### config.mk
export PLATFORM = sky130hd
export DESIGN_NAME = assert_fail_aggregator
export DESIGN_NICKNAME = d
export VERILOG_FILES = /design/src/rtl/aggr_pkg.sv /design/src/rtl/aggr_lane.sv /design/src/rtl/aggr_pick.sv /design/src/rtl/aggr_halt.sv /design/src/rtl/assert_fail_aggregator.sv
export SDC_FILE = /design/constraint.sdc
export NUM_CORES = 1
export LEC_CHECK = 0
export BUFFER_PORTS_ARGS = -buffer_cell sky130_fd_sc_hd__buf_2
export CORE_UTILIZATION = 45
export DETAILED_ROUTE_END_ITERATION = 10
export PLACE_DENSITY_LB_ADDON = 0.05
export SLEW_MARGIN = 20
export SYNTH_ARGS = -nofsm -noshare
export SYNTH_HDL_FRONTEND = slang
export SYNTH_HIERARCHICAL = 1
export SYNTH_SLANG_ARGS = --single-unit
### constraint.sdc
create_clock -name clk -period 1.92 [get_ports clk]
set_input_delay 0.384 -clock clk [delete_from_list [all_inputs] [get_ports clk]]
set_output_delay 0.384 -clock clk [all_outputs]
set_load 0.01 [all_outputs]
### src/rtl/aggr_pkg.sv
// Package: shared constants and helpers for the failure aggregator.
// Assumes a fixed 32-bit channel word; lane count derives from checker count.
package aggr_pkg;
    localparam int WORD_W = 32;

    // Number of 32-bit lanes needed to hold n checker bits.
    function automatic int lanes_for(input int n);
        return (n + WORD_W - 1) / WORD_W;
    endfunction

    // Width of a lane index; at least one bit.
    function automatic int lane_idx_w(input int lanes);
        return (lanes > 1) ? $clog2(lanes) : 1;
    endfunction
endpackage

### src/rtl/aggr_lane.sv
// Module: aggr_lane
// Holds the pending failure bits of one 32-bit lane. Bits listed in clr_i
// are dropped, then new failures are OR-merged in, so a bit that fails again
// in its clearing cycle survives.
// Assumes clr_i only names bits that are currently pending.
module aggr_lane #(
    parameter int WORD_W = 32
) (
    input  logic              clk,
    input  logic              rst_n,
    input  logic [WORD_W-1:0] fail_i,
    input  logic [WORD_W-1:0] clr_i,
    output logic [WORD_W-1:0] pend_o
);
    logic [WORD_W-1:0] pend_q;

    // Pending store: clear accepted bits, then merge new failures.
    always_ff @(posedge clk) begin
        if (!rst_n) pend_q <= '0;
        else        pend_q <= (pend_q & ~clr_i) | fail_i;
    end

    assign pend_o = pend_q;

    // New failures are captured in the following cycle.
    assert_capture_R2: assert property (@(posedge clk) disable iff (!rst_n)
        (fail_i != '0) |=> ((pend_q & $past(fail_i)) == $past(fail_i)));

    // Bits not accepted are never lost.
    assert_keep_unaccepted_R5: assert property (@(posedge clk) disable iff (!rst_n)
        ((pend_q & ~clr_i) != '0) |=>
        ((pend_q & $past(pend_q & ~clr_i)) == $past(pend_q & ~clr_i)));

    // Accepted bits with no fresh failure are gone afterwards.
    assert_clear_accepted_R6: assert property (@(posedge clk) disable iff (!rst_n)
        ((clr_i & ~fail_i) != '0) |=> ((pend_q & $past(clr_i & ~fail_i)) == '0));
endmodule

### src/rtl/aggr_pick.sv
// Module: aggr_pick
// Chooses the lowest-numbered lane that holds pending bits and presents it.
// Assumes pend_i is the flat concatenation of all lanes, lane 0 at the LSBs.
module aggr_pick #(
    parameter int LANES  = 2,
    parameter int WORD_W = 32,
    parameter int LANE_W = 1
) (
    input  logic [LANES*WORD_W-1:0] pend_i,
    output logic                    any_o,
    output logic [LANE_W-1:0]       lane_o,
    output logic [WORD_W-1:0]       word_o
);
    // Priority scan: the last match walking downward is the lowest lane.
    always_comb begin
        any_o  = 1'b0;
        lane_o = '0;
        for (int i = LANES - 1; i >= 0; i--) begin
            if (pend_i[i*WORD_W +: WORD_W] != '0) begin
                any_o  = 1'b1;
                lane_o = LANE_W'(i);
            end
        end
    end

    // Word of the chosen lane.
    always_comb begin
        word_o = '0;
        for (int i = 0; i < LANES; i++) begin
            if (lane_o == LANE_W'(i)) word_o = pend_i[i*WORD_W +: WORD_W];
        end
    end
endmodule

### src/rtl/aggr_halt.sv
// Module: aggr_halt
// Sticky stop request: set by a handshake in abort policy, cleared only by reset.
// Assumes fire_i already combines handshake and policy.
module aggr_halt (
    input  logic clk,
    input  logic rst_n,
    input  logic fire_i,
    output logic halt_o
);
    logic halt_q;

    // Halt flag: set once, held until reset.
    always_ff @(posedge clk) begin
        if (!rst_n)      halt_q <= 1'b0;
        else if (fire_i) halt_q <= 1'b1;
    end

    assign halt_o = halt_q;

    // Once raised, halt never drops without reset.
    assert_halt_sticky_R8: assert property (@(posedge clk) disable iff (!rst_n)
        halt_q |=> halt_q);

    // Halt only rises right after an abort-policy handshake.
    assert_halt_cause_R8: assert property (@(posedge clk) disable iff (!rst_n)
        (!halt_q && !fire_i) |=> !halt_q);
endmodule

### src/rtl/assert_fail_aggregator.sv
// Module: assert_fail_aggregator
// Gathers failures from NUM_CHECKS assertion checkers into per-lane pending
// bits and streams them out one 32-bit lane word at a time, lowest lane
// first, with a valid/ready handshake. Drives a sticky halt in abort policy.
// Assumes checker outcomes are synchronous to clk; REPORT_EN = 0 removes reporting.
module assert_fail_aggregator
    import aggr_pkg::*;
#(
    parameter int NUM_CHECKS = 40,
    parameter bit REPORT_EN  = 1'b1,
    localparam int LANES  = lanes_for(NUM_CHECKS),
    localparam int LANE_W = lane_idx_w(LANES)
) (
    input  logic                  clk,
    input  logic                  rst_n,
    input  logic [NUM_CHECKS-1:0] chk_valid,
    input  logic [NUM_CHECKS-1:0] chk_pass,
    input  logic                  keep_going,
    output logic                  out_valid,
    input  logic                  out_ready,
    output logic [LANE_W-1:0]     out_lane,
    output logic [WORD_W-1:0]     out_data,
    output logic                  halt
);
    localparam int FLAT_W = LANES * WORD_W;

    logic [FLAT_W-1:0] fail_flat;
    logic [FLAT_W-1:0] pend_flat;
    logic              accept;

    // Failure vector padded to whole lanes; unowned bits stay zero.
    always_comb begin
        fail_flat = '0;
        fail_flat[NUM_CHECKS-1:0] = chk_valid & ~chk_pass;
    end

    assign accept = out_valid & out_ready;

    generate
        if (REPORT_EN) begin : g_on
            for (genvar g = 0; g < LANES; g++) begin : g_lane
                logic [WORD_W-1:0] clr;
                // Clear mask: the offered word, only for the selected lane on a handshake.
                assign clr = (accept && (out_lane == LANE_W'(g))) ? out_data : '0;
                aggr_lane #(.WORD_W(WORD_W)) u_lane (
                    .clk    (clk),
                    .rst_n  (rst_n),
                    .fail_i (fail_flat[g*WORD_W +: WORD_W]),
                    .clr_i  (clr),
                    .pend_o (pend_flat[g*WORD_W +: WORD_W])
                );
            end

            // Any failure is offered on the next cycle.
            assert_latency_R4: assert property (@(posedge clk) disable iff (!rst_n)
                (fail_flat != '0) |=> out_valid);
        end else begin : g_off
            // Reporting removed: nothing is ever pending.
            assign pend_flat = fail_flat & {FLAT_W{1'b0}};
        end
    endgenerate

    aggr_pick #(.LANES(LANES), .WORD_W(WORD_W), .LANE_W(LANE_W)) u_pick (
        .pend_i (pend_flat),
        .any_o  (out_valid),
        .lane_o (out_lane),
        .word_o (out_data)
    );

    aggr_halt u_halt (
        .clk    (clk),
        .rst_n  (rst_n),
        .fire_i (accept & ~keep_going),
        .halt_o (halt)
    );

    // Silence while nothing failed and nothing is pending.
    assert_quiet_R3: assert property (@(posedge clk) disable iff (!rst_n)
        (!out_valid && fail_flat == '0) |=> !out_valid);

    // An offered word always names at least one failure.
    assert_nonempty_R1: assert property (@(posedge clk) disable iff (!rst_n)
        out_valid |-> (out_data != '0));
endmodule

* After elaboration in Yosys (flattened, before gate mapping)
Index checks and enable logic that the tools add are counted.
Word-level totals: bits in writable memories 0, memories 0, logic and storage cells 25, memory bits (read-only) 0, latch bits 0, register bits after elaboration 65, output and inout bits 35, input port bits 84
Cells by class: eq/ne operators 0, $lt $le $gt $ge 0, bitwise gates (word level) 12, multipliers 0, reductions and logical operators 4, add/subtract/negate cells 0, div/mod/pow operators 0, shifts and indexed selects 0, mux-type cells 6
Operator list (number):
- 32-bit 2-to-1 mux | 3
- 32-bit bitwise AND | 2
- 32-bit inverter | 2
- 32-bit nonzero test | 2
- 40-bit bitwise AND | 1
- 40-bit inverter | 1
- 32-bit OR | 1
- 32-bit by 8-bit OR with 32-bit output | 1
- 1-bit 2-to-1 mux | 3
- 1-bit bitwise AND | 2
- 1-bit logical AND | 2
- 1-bit inverter | 2

* Logic depth before layout (Yosys ltp)
Gate-level depths: netlist (run 1).
depth in word-level cells 9, depth in mapped cells 9, mapped depth without buffers 7

* Modules after synthesis
The synthesis (run 1) kept the hierarchy.
Modules (own cells, without submodules):
- aggr_lane | cells each 99, area an instance 1114.8 µm², instances 2, sequential area each 640.6 µm²
- assert_fail_aggregator | cells each 127, area an instance 1036.0 µm², instances 1, sequential area each 0.0 µm²
- aggr_pick | cells each 58, area an instance 436.7 µm², instances 1, sequential area each 0.0 µm²
- aggr_halt | cells each 2, area an instance 27.5 µm², instances 1, sequential area each 20.0 µm²

* Least setup slack after synthesis (run 1)
OpenSTA, ideal clock, no wires.
path type reg2reg, start reg g_on.g_lane[0].u_lane.pend_q[27], end reg g_on.g_lane[1].u_lane.pend_q[10], data required time 1.805 ns, setup time 0.115 ns, period minus slack after synthesis 2.041 ns, slack -0.121 ns, stages on the path, launching flop included 10, path buffers 3, data arrival time 1.926 ns, path through dfxtp_1 -> nor4_1 -> nand4_1 -> a211oi_4 -> buf_6 -> buf_6 -> buf_4 -> and4_1 -> nor2b_1 -> o21a_1
Between the ends: elaborated cells on any way between the ends 10, those cells by class mux: 4; bitwise: 4; reduce/logical: 2
RTL lines:
- from (decl) | RTL line aggr_lane.sv:15 | logic [WORD_W-1:0] pend_q;
- from (signal assigned) | RTL line aggr_lane.sv:20 | else pend_q <= (pend_q & ~clr_i) | fail_i;
- 32-bit nonzero test * | RTL line aggr_pick.sv:19 | if (pend_i[i*WORD_W +: WORD_W] != '0) begin
- 1-bit 2-to-1 mux * | RTL line aggr_pick.sv:19
- net out_lane | RTL line assert_fail_aggregator.sv:21 | output logic [LANE_W-1:0] out_lane,
- 32-bit 2-to-1 mux or 1-bit logical AND (tied branches) | RTL line aggr_pick.sv:30, assert_fail_aggregator.sv:44
- 32-bit 2-to-1 mux * | RTL line assert_fail_aggregator.sv:44 | assign clr = (accept && (out_lane == LANE_W'(g))) ? out_data : '0;
- net g_on.g_lane[1].clr[10] | RTL line assert_fail_aggregator.sv:42 | logic [WORD_W-1:0] clr;
- 32-bit inverter * | RTL line aggr_lane.sv:20
- 32-bit bitwise AND * | RTL line aggr_lane.sv:20
- 32-bit by 8-bit OR with 32-bit output * | RTL line aggr_lane.sv:20
- to (signal assigned) | RTL line aggr_lane.sv:20
- to (decl) | RTL line aggr_lane.sv:15
The timed path passes the listed nets; every way through them passes the cells marked *. A chain may end at the register's enable or synchronous reset.

* Worst setup path in the final report (run 1)
start reg g_on.g_lane[0].u_lane.pend_q[11], end out out_data[15]
Between the ends: word-level cells in the longest chain between the ends 3
RTL lines:
- 32-bit nonzero test | RTL line aggr_pick.sv:19
- 1-bit 2-to-1 mux | RTL line aggr_pick.sv:19
- 32-bit 2-to-1 mux | RTL line aggr_pick.sv:30 | if (lane_o == LANE_W'(i)) word_o = pend_i[i*WORD_W +: WORD_W];
- to (decl) | RTL line assert_fail_aggregator.sv:22 | output logic [WORD_W-1:0] out_data,
Every way passes these cells.

==> results of run 1 <==
==> cell usage after synthesis, drive strengths merged <==
cell,number,area (sq um)
nor2b,104,651
and4b,32,320
dfxtp,65,1300
a211oi,1,20.0
and3b,1,8.76
nand4,2,12.5
clkbuf,2,7.51
buf,28,267
a21o,32,244
nor2,1,3.75
nand3,1,5.00
conb,1,3.75
o21a,65,488
nor4,16,100
and4,34,298
==> layer usage <==
| metal | share of wire | wire length (microns) |
|---|---|---|
| met2 | 0.49 | 5640 |
| met1 | 0.43 | 4900 |
| met3 | 0.059 | 675 |
| met5 | 0 | 0 |
| met4 | 0.024 | 271 |
==> placed cells by master, fill, tap and decap left out <==
cell,count
buf_2,115
nor2b_1,104
buf_4,72
o21a_1,65
dfxtp_1,57
and4_1,32
and4b_1,32
a21o_1,29
conb_1,24
buf_6,18
clkbuf_8,11
buf_16,9
buf_12,9
dfxtp_2,8
nor4_4,6
nor4_2,6
buf_8,5
nor4_1,4
clkinv_2,3
a21o_2,3
clkbuf_1,2
clkbuf_16,2
and4_4,2
nand4_1,2
and3b_1,1
a211oi_4,1
nor2_4,1
nand3_4,1
==> flip-flops by register name, indices dropped and copies added (netlist names) <==
register / count
u_halt/halt_o: 1
g_on.g_lane.u_lane/pend_o: 64
==> worst max-delay path by stage <==
stage                                           startpoint  cells past startpoint                                          to  slack, ns
2_1_floorplan  g_on.g_lane[0].u_lane/pend_o[15]$_SDFF_PN0_                      9  g_on.g_lane[1].u_lane/pend_o[1]$_SDFF_PN0_      -0.08
3_3_place_gp   g_on.g_lane[0].u_lane/pend_o[19]$_SDFF_PN0_                      6                                out_data[26]      -0.41
3_5_place_dp   g_on.g_lane[0].u_lane/pend_o[19]$_SDFF_PN0_                      8  g_on.g_lane[1].u_lane/pend_o[3]$_SDFF_PN0_      -0.40
4_1_cts        g_on.g_lane[0].u_lane/pend_o[27]$_SDFF_PN0_                      9                                out_data[26]      -0.62
5_1_grt        g_on.g_lane[0].u_lane/pend_o[11]$_SDFF_PN0_                      7                                 out_data[5]      -0.73
6_report       g_on.g_lane[0].u_lane/pend_o[11]$_SDFF_PN0_                      7                                out_data[15]      -0.62
==> area by class of cell <==
cell class | instances | area share
Clock buffer | 13 | 0.0270
Clock inverter | 3 | 0.00255
Multi-Input combinational cell | 313 | 0.407
Sequential cell | 65 | 0.223
Tap cell | 102 | 0.0217
Timing Repair Buffer | 230 | 0.318
==> power groups by stage <==
| stage | Clock [mW] | Sequential [mW] | Combinational, mW |
|---|---|---|---|
| 2_1_floorplan | 0 | 1.52 | 0.331 |
| 3_3_place_gp | 0 | 1.53 | 0.621 |
| 3_5_place_dp | 0 | 1.53 | 0.635 |
| 4_1_cts | 1.08 | 1.53 | 0.666 |
| 5_1_grt | 1.14 | 1.54 | 0.754 |
| 6_report | 1.07 | 1.53 | 0.692 |
==> worst register-to-register path, cell delays in order (launching register included) <==
cell and delay (ns):
dfxtp_2 0.34, nor4_4 0.32, nand4_1 0.22, a211oi_4 0.31
buf_4 0.18, buf_6 0.09, buf_6 0.09, buf_8 0.10
buf_12 0.11, buf_12 0.10, buf_16 0.10, and4b_1 0.19
nor2b_1 0.14, o21a_1 0.13
==> timing repair <==
item | CTS | global route
pin swaps | 21 | 21
endpoints found under the setup margin | 99 | 99
hold buffers | 0 | 0
buffers inserted | 20 | 13
resized for setup | 65 | 16
cloned | 12 | 2
==> kinds of logic after synthesis <==
group / Yosys count / synth area share
other: 1 / 0.00101
and+or+nand+nor: 191 / 0.375
AOI/OAI and AO/OA: 98 / 0.202
buffers and inverters: 30 / 0.0735
DFF: 65 / 0.349
==> impl_summary.txt, run 1 <==
----------------------------------------------------
[Timing]
  Final period utilization ... 1.32
  Fmax ... 393 MHz
  Setup ws final ... -0.621 ns
  Hold Violations, Final ... 0
  Period minus WS final ... 2.54 ns
  RSZ-0062 raised after global routing ... yes
  Final setup violating endpoints ... 99
  Worst Skew ... 0.00770 ns
  Worst slack on hold paths ... 0.322 ns
  Final TNS setup ... -45.14 ns
  Fin. max-slew vios ... 0

[Logic synthesis]
  Sequential element share of the synthesized area ... 0.349
  Mapped cell area ... 3730 sq um
  Mean Syn Cell Area ... 9.69 sq um
  Yosys cell types ... 17
  Number of warnings issued by yosys ... 6
  Post-Synthesis Cells ... 385
  Flop and latch count out of synthesis ... 65

[Detailed routing]
  Number of detailed-routing iterations run before antenna repair ... 5
  Post-DR wirelength/cell ... 15.8 microns
  Via-to-Cell Ratio ... 5.27
  Antenna viol nets, final ... 0
  Total via count after detailed routing ... 3,824
  DR DRC count ... 0
  Total wire length ... 11,500 microns
  DRC marker count from the first detailed-route iteration ... 91

[Placement]
  Placement-stage cell area ... 4860 sq um
  Pre-CTS setup slack ... -0.400 ns
  IO buf count ... 118
  Post-placement cell count ... 670
  Sum of net half-perimeters after detailed placement ... 6240 microns
  Placer's final routability congestion estimate ... 0.752

[Setup path]
  Slowest cell delay on critical path ... 0.34 ns
  R2R depth ... 13
  FF-to-FF Start ... g_on.g_lane[0].u_lane/pend_o[11]$_SDFF_PN0_
  Critical Path, Cell by Cell ... nor4_4, nand4_1, a211oi_4, buf_6, buf_12, a21o_1, buf_2
  CP Capture Type ... primary output
  R2R Setup Slk ... -0.55 ns
  Cell family with most CP delay ... simple AND/OR/NAND/NOR gates
  Critical Setup Path Class ... reg2out
  Buffers and inverters on the worst path ... 3
  Reg-to-Reg End ... g_on.g_lane[0].u_lane/pend_o[13]$_SDFF_PN0_
  Highest fanout seen on the critical path ... 9
  Startpoint types ... flip-flop
  Arrival time reported for the critical path endpoint ... 2.16 ns
  Slowest stage cell on the critical path ... dfxtp_2
  Required time reported for the critical path endpoint ... 1.54 ns

[Power]
  Reg power frac ... 0.466
  P per Cell Area ... 561 nW/um^2
  Overall power of the completed layout ... 3.29 mW
  Gate power share ... 0.210
  Switching fraction of total power ... 0.272
  Clock power frac ... 0.324
  Leak Pwr ... 3.04 nW
  Net switching component of the power ... 898 uW
  Internal power of the cells ... 2.40 mW
  VDD IR max ... 0.399 mV

[CTS]
  Buffer type at the clock tree root ... clkbuf_8
  Clk sink count ... 65
  Clock input transition at the sequential cells of the worst setup and hold paths ... 0.07 ns
  Clock latency at the later pin of the worst-skew pair ... 0.36 ns
  Clock tree from TritonCTS ... built
  Number of buffers on the longest clock path ... 2
  Clock buffer count from CTS ... 9
  Depth of the CTS H-tree ... 3

[Die]
  Area of the core ... 7890 sq um
  Total die area ... 8660 sq um
  Die width ... 93.0 microns
  FP Rows ... 32
  Initial core utilization ... 0.473
  I/O Pins ... 119
  Y dimension of the die ... 93.0 microns

[Cells and area]
  # diodes ... 0
  Sequential cell area in the final layout ... 1310 sq um
  Filler cell count in the final layout ... 592
  Area growth from synthesis to layout ... 57.6%
  Number of non-filler instances in the completed layout ... 726
  Share of layout cells above drive strength 1 ... 0.436
  Total area of multi-input combinational cells ... 2390 sq um
  Net count of the finished layout ... 703
  Summed area of non-filler cells in the final layout ... 5880 sq um
  Core utilization of the finished layout ... 0.745

[Global route]
  Overall overflow remaining after global route ... 0
  Global-route met2 utilization ... 0.460
  Global route hottest layer ... met2
  GR Layer Usage met1 ... 0.315
  Met3 GRT Util ... 0.0569
  Largest net degree at the start of global routing ... 66
  Global-route wire length before repair ... 17,400 microns
  Total Routing Usage GR ... 0.263
  Antenna violations before repair ... 0
  Vias in the first global route ... 3,528

[Hold path]
  End of the worst hold path ... g_on.g_lane[1].u_lane/pend_o[2]$_SDFF_PN0_
  Origin of the worst min-delay path ... chk_pass[34]
  Hold WC Path Type ... in2reg
  Hold path cells ... 3

[Run]
  Max Cap Viol ... 0

[Status]
  Violated checks ... setup timing
  Result of the run ... finished with violations

----------------------------------------------------
No activity file was read; power rests on OpenSTA's default activity.
==> inputs of run 2 (changes only) <==
--- a/config.mk
+++ b/config.mk
@@ -7,6 +7,7 @@
 export LEC_CHECK = 0
 export BUFFER_PORTS_ARGS = -buffer_cell sky130_fd_sc_hd__buf_2
 export CORE_UTILIZATION = 45
+export CTS_BUF_LIST = sky130_fd_sc_hd__clkbuf_4 sky130_fd_sc_hd__clkbuf_8
 export DETAILED_ROUTE_END_ITERATION = 10
 export PLACE_DENSITY_LB_ADDON = 0.05
 export SLEW_MARGIN = 20
==> constraint.sdc (replaced) <==
create_clock -name clk -period 2.9 [get_ports clk]
set_input_delay 0.58 -clock clk [delete_from_list [all_inputs] [get_ports clk]]
set_output_delay 0.58 -clock clk [all_outputs]
set_load 0.01 [all_outputs]
==> run 2 against run 1 <==
  * The flow now finishes without violations
  * Power fell by 38%
  * Setup slack improved by 0.72 ns
  * Flip-flop and latch count unchanged
  * Cell count decreased by 14%
  * Worst hold slack improved by 0.14 ns
  * Utilization down 16 points
  * Non-clock buffer count decreased by 102
  * Sequential share of layout area grew 6.1 points
  * Critical path type unchanged
  * Critical endpoint is now out_data[27]
  * Highest routed layer unchanged
==> impl_summary.txt, run 2 (synthesized netlist as in run 1, its figures left out) <==
----------------------------------------------------
[Timing]
  Period minus WS final ... 2.81 ns
  Fin. max-slew vios ... 0 (unchanged)
  Worst slew margin ... 0.560
  Final period utilization ... 0.968
  Slew at the pin with the worst max-slew slack ... 0.660 ns
  Final TNS setup ... 0 ns (+45.14 ns)
  Fmax ... 356 MHz
  Final setup violating endpoints ... 0 (-100%)
  Worst Skew ... 0.00758 ns (-0.000110 ns)
  Hold Violations, Final ... 0 (unchanged)

[CTS]
  Clock latency at the later pin of the worst-skew pair ... 0.34 ns (-0.02 ns)
  Number of buffers on the longest clock path ... 2 (unchanged)
  Clock tree from TritonCTS ... built
  Clock buffer count from CTS ... 9 (unchanged)
  Clk sink count ... 65 (unchanged)
  Clock input transition at the sequential cells of the worst setup and hold paths ... 0.07 ns (about the same)
  Buffer type at the clock tree root ... clkbuf_8
  Depth of the CTS H-tree ... 3 (unchanged)

[Setup path]
  Arrival time reported for the critical path endpoint ... 2.23 ns (+0.07 ns)
  Critical Setup Path Class ... reg2out
  Highest fanout seen on the critical path ... 38 (+29)
  Slowest cell delay on critical path ... 0.42 ns (+0.08 ns)
  Cell family with most CP delay ... simple AND/OR/NAND/NOR gates
  CP Capture Type ... primary output
  Slowest stage cell on the critical path ... nor4_1
  Critical Path, Cell by Cell ... nor4_1, nand4_1, a211oi_4, clkbuf_16, a21o_1, buf_2
  R2R depth ... 9 (-4)
  Buffers and inverters on the worst path ... 2 (-1)
  Stages on worst setup path ... 6 (-1)
  Worst setup startpoint ... g_on.g_lane[0].u_lane/pend_o[24]$_SDFF_PN0_
  Startpoint types ... flip-flop
  Required time reported for the critical path endpoint ... 2.32 ns (+0.78 ns)
  FF-to-FF Start ... g_on.g_lane[0].u_lane/pend_o[4]$_SDFF_PN0_

[Die]
  Area of the core ... 7890 sq um (unchanged)
  I/O Pins ... 119 (unchanged)
  Y dimension of the die ... 93.0 microns (unchanged)
  Initial core utilization ... 0.473 (unchanged)
  Die width ... 93.0 microns (unchanged)
  FP Rows ... 32 (unchanged)
  Total die area ... 8660 sq um (unchanged)

[Detailed routing]
  Total wire length ... 8890 microns (-23%)
  Routed wl met2 ... 4120 microns (-27%)
  DRC marker count from the first detailed-route iteration ... 104 (+14%)
  Total via count after detailed routing ... 3,263 (-15%)
  Number of detailed-routing iterations run before antenna repair ... 4 (-1)
  Antenna viol nets, final ... 0 (unchanged)
  Detailed-route wire length on metal 1 ... 4230 microns (-14%)
  Met3 wire length ... 462 microns (-32%)
  Highest metal layer with signal wires ... met4
  Via-to-Cell Ratio ... 5.25 (-0.40%)
  Post-DR wirelength/cell ... 14.3 microns (-9.7%)
  DR DRC count ... 0 (unchanged)

[Cells and area]
  # diodes ... 0 (unchanged)
  Commonest cells after routing, fill and taps aside ... 118 x buf_2, 104 x nor2b_1, 65 x o21a_1, 65 x dfxtp_1, 34 x and4_1
  Share of layout cells above drive strength 1 ... 0.292 (-0.144)
  Most common cell after layout, fill and taps aside ... buf_2
  Number of flip-flops in the largest register ... 64 (unchanged)
  Area growth from synthesis to layout ... 23.0%
  Core utilization of the finished layout ... 0.582 (-0.164)
  Net count of the finished layout ... 601 (-15%)
  Filler cell count in the final layout ... 728 (+23%)

[Power]
  P per Cell Area ... 446 nW/um^2 (-20%)
  Overall power of the completed layout ... 2.05 mW (-38%)
  Leak Pwr ... 2.35 nW (-23%)
  VDD IR max ... 0.222 mV (-44%)

[Global route]
  Total Routing Usage GR ... 0.205 (-0.0573)
  Global-route wire length before repair ... 14,000 microns (-20%)
  Antenna violations before repair ... 0 (unchanged)
  Overall overflow remaining after global route ... 0 (unchanged)
  Vias in the first global route ... 2,937 (-17%)
  Largest net degree at the start of global routing ... 77 (+17%)

[Status]
  Result of the run ... finished clean

[Placement]
  IO buf count ... 118 (unchanged)
  Sum of net half-perimeters after detailed placement ... 5900 microns (-5.5%)
  Placer's final routability congestion estimate ... 0.708 (-5.9%)

[Hold path]
  Hold WC Path Type ... reg2reg
  Origin of the worst min-delay path ... u_halt/halt_o$_SDFFE_PN0P_
  Hold path cells ... 1 (-2)

[Run]
  Max Cap Viol ... 0 (unchanged)

----------------------------------------------------
==> run 2: area by class of cell <==
class,instances,area (sq um),share of cell area
repair buffers,128,699,0.152
clock buffers,14,174,0.0379
multi-input cells,313,2290,0.498
flip-flops and latches,65,1300,0.284
well taps,102,128,0.0278
==> run 2: worst paths after layout <==
check                                                endpoint  slack [ns]
hold reg to reg                    u_halt/halt_o$_SDFFE_PN0P_        0.46
hold / removal                     u_halt/halt_o$_SDFFE_PN0P_        0.46
setup reg to reg  g_on.g_lane[0].u_lane/pend_o[31]$_SDFF_PN0_        0.53
setup / recovery                                 out_data[27]        0.09
==> run 2: layer usage <==
metal  track usage  vias to the layer above
met4        0.0679                        0
li1              -                     1657
met5             0                        -
met3        0.0488                        8
met2         0.334                       89
met1         0.267                     1509
==> run 2: report_power, final <==
| group | switching, mW | total [mW] | internal, mW | leakage, nW |
|---|---|---|---|---|
| Combinational | 0.145 | 0.333 | 0.188 | 1.72 |
| Clock | 0.326 | 0.704 | 0.377 | 0.0929 |
| Sequential | 0.0543 | 1.01 | 0.957 | 0.541 |
| Total | 0.526 | 2.05 | 1.52 | 2.35 |
==> run 2: stage by stage <==
stage                     instances  hold slack (ns)  worst slack (ns)  cell area, sq um
final                           622            0.463            0.0941              4590
after global routing            622            0.497           -0.0127              4590
after CTS                       619            0.465           0.00440              4520
after detailed placement        605            0.448             0.306              4340
after global placement          605            0.445             0.295              4340
after floorplan                 408            0.509             0.849              3820
==> run 2: timing repair <==
action | CTS | global route
hold buffers | 0 | 0
gates resized for setup | 1 | 6
setup buffers | 0 | 2
pin swaps | 0 | 2
setup endpoints to repair | 31 | 32
cloned | 0 | 1
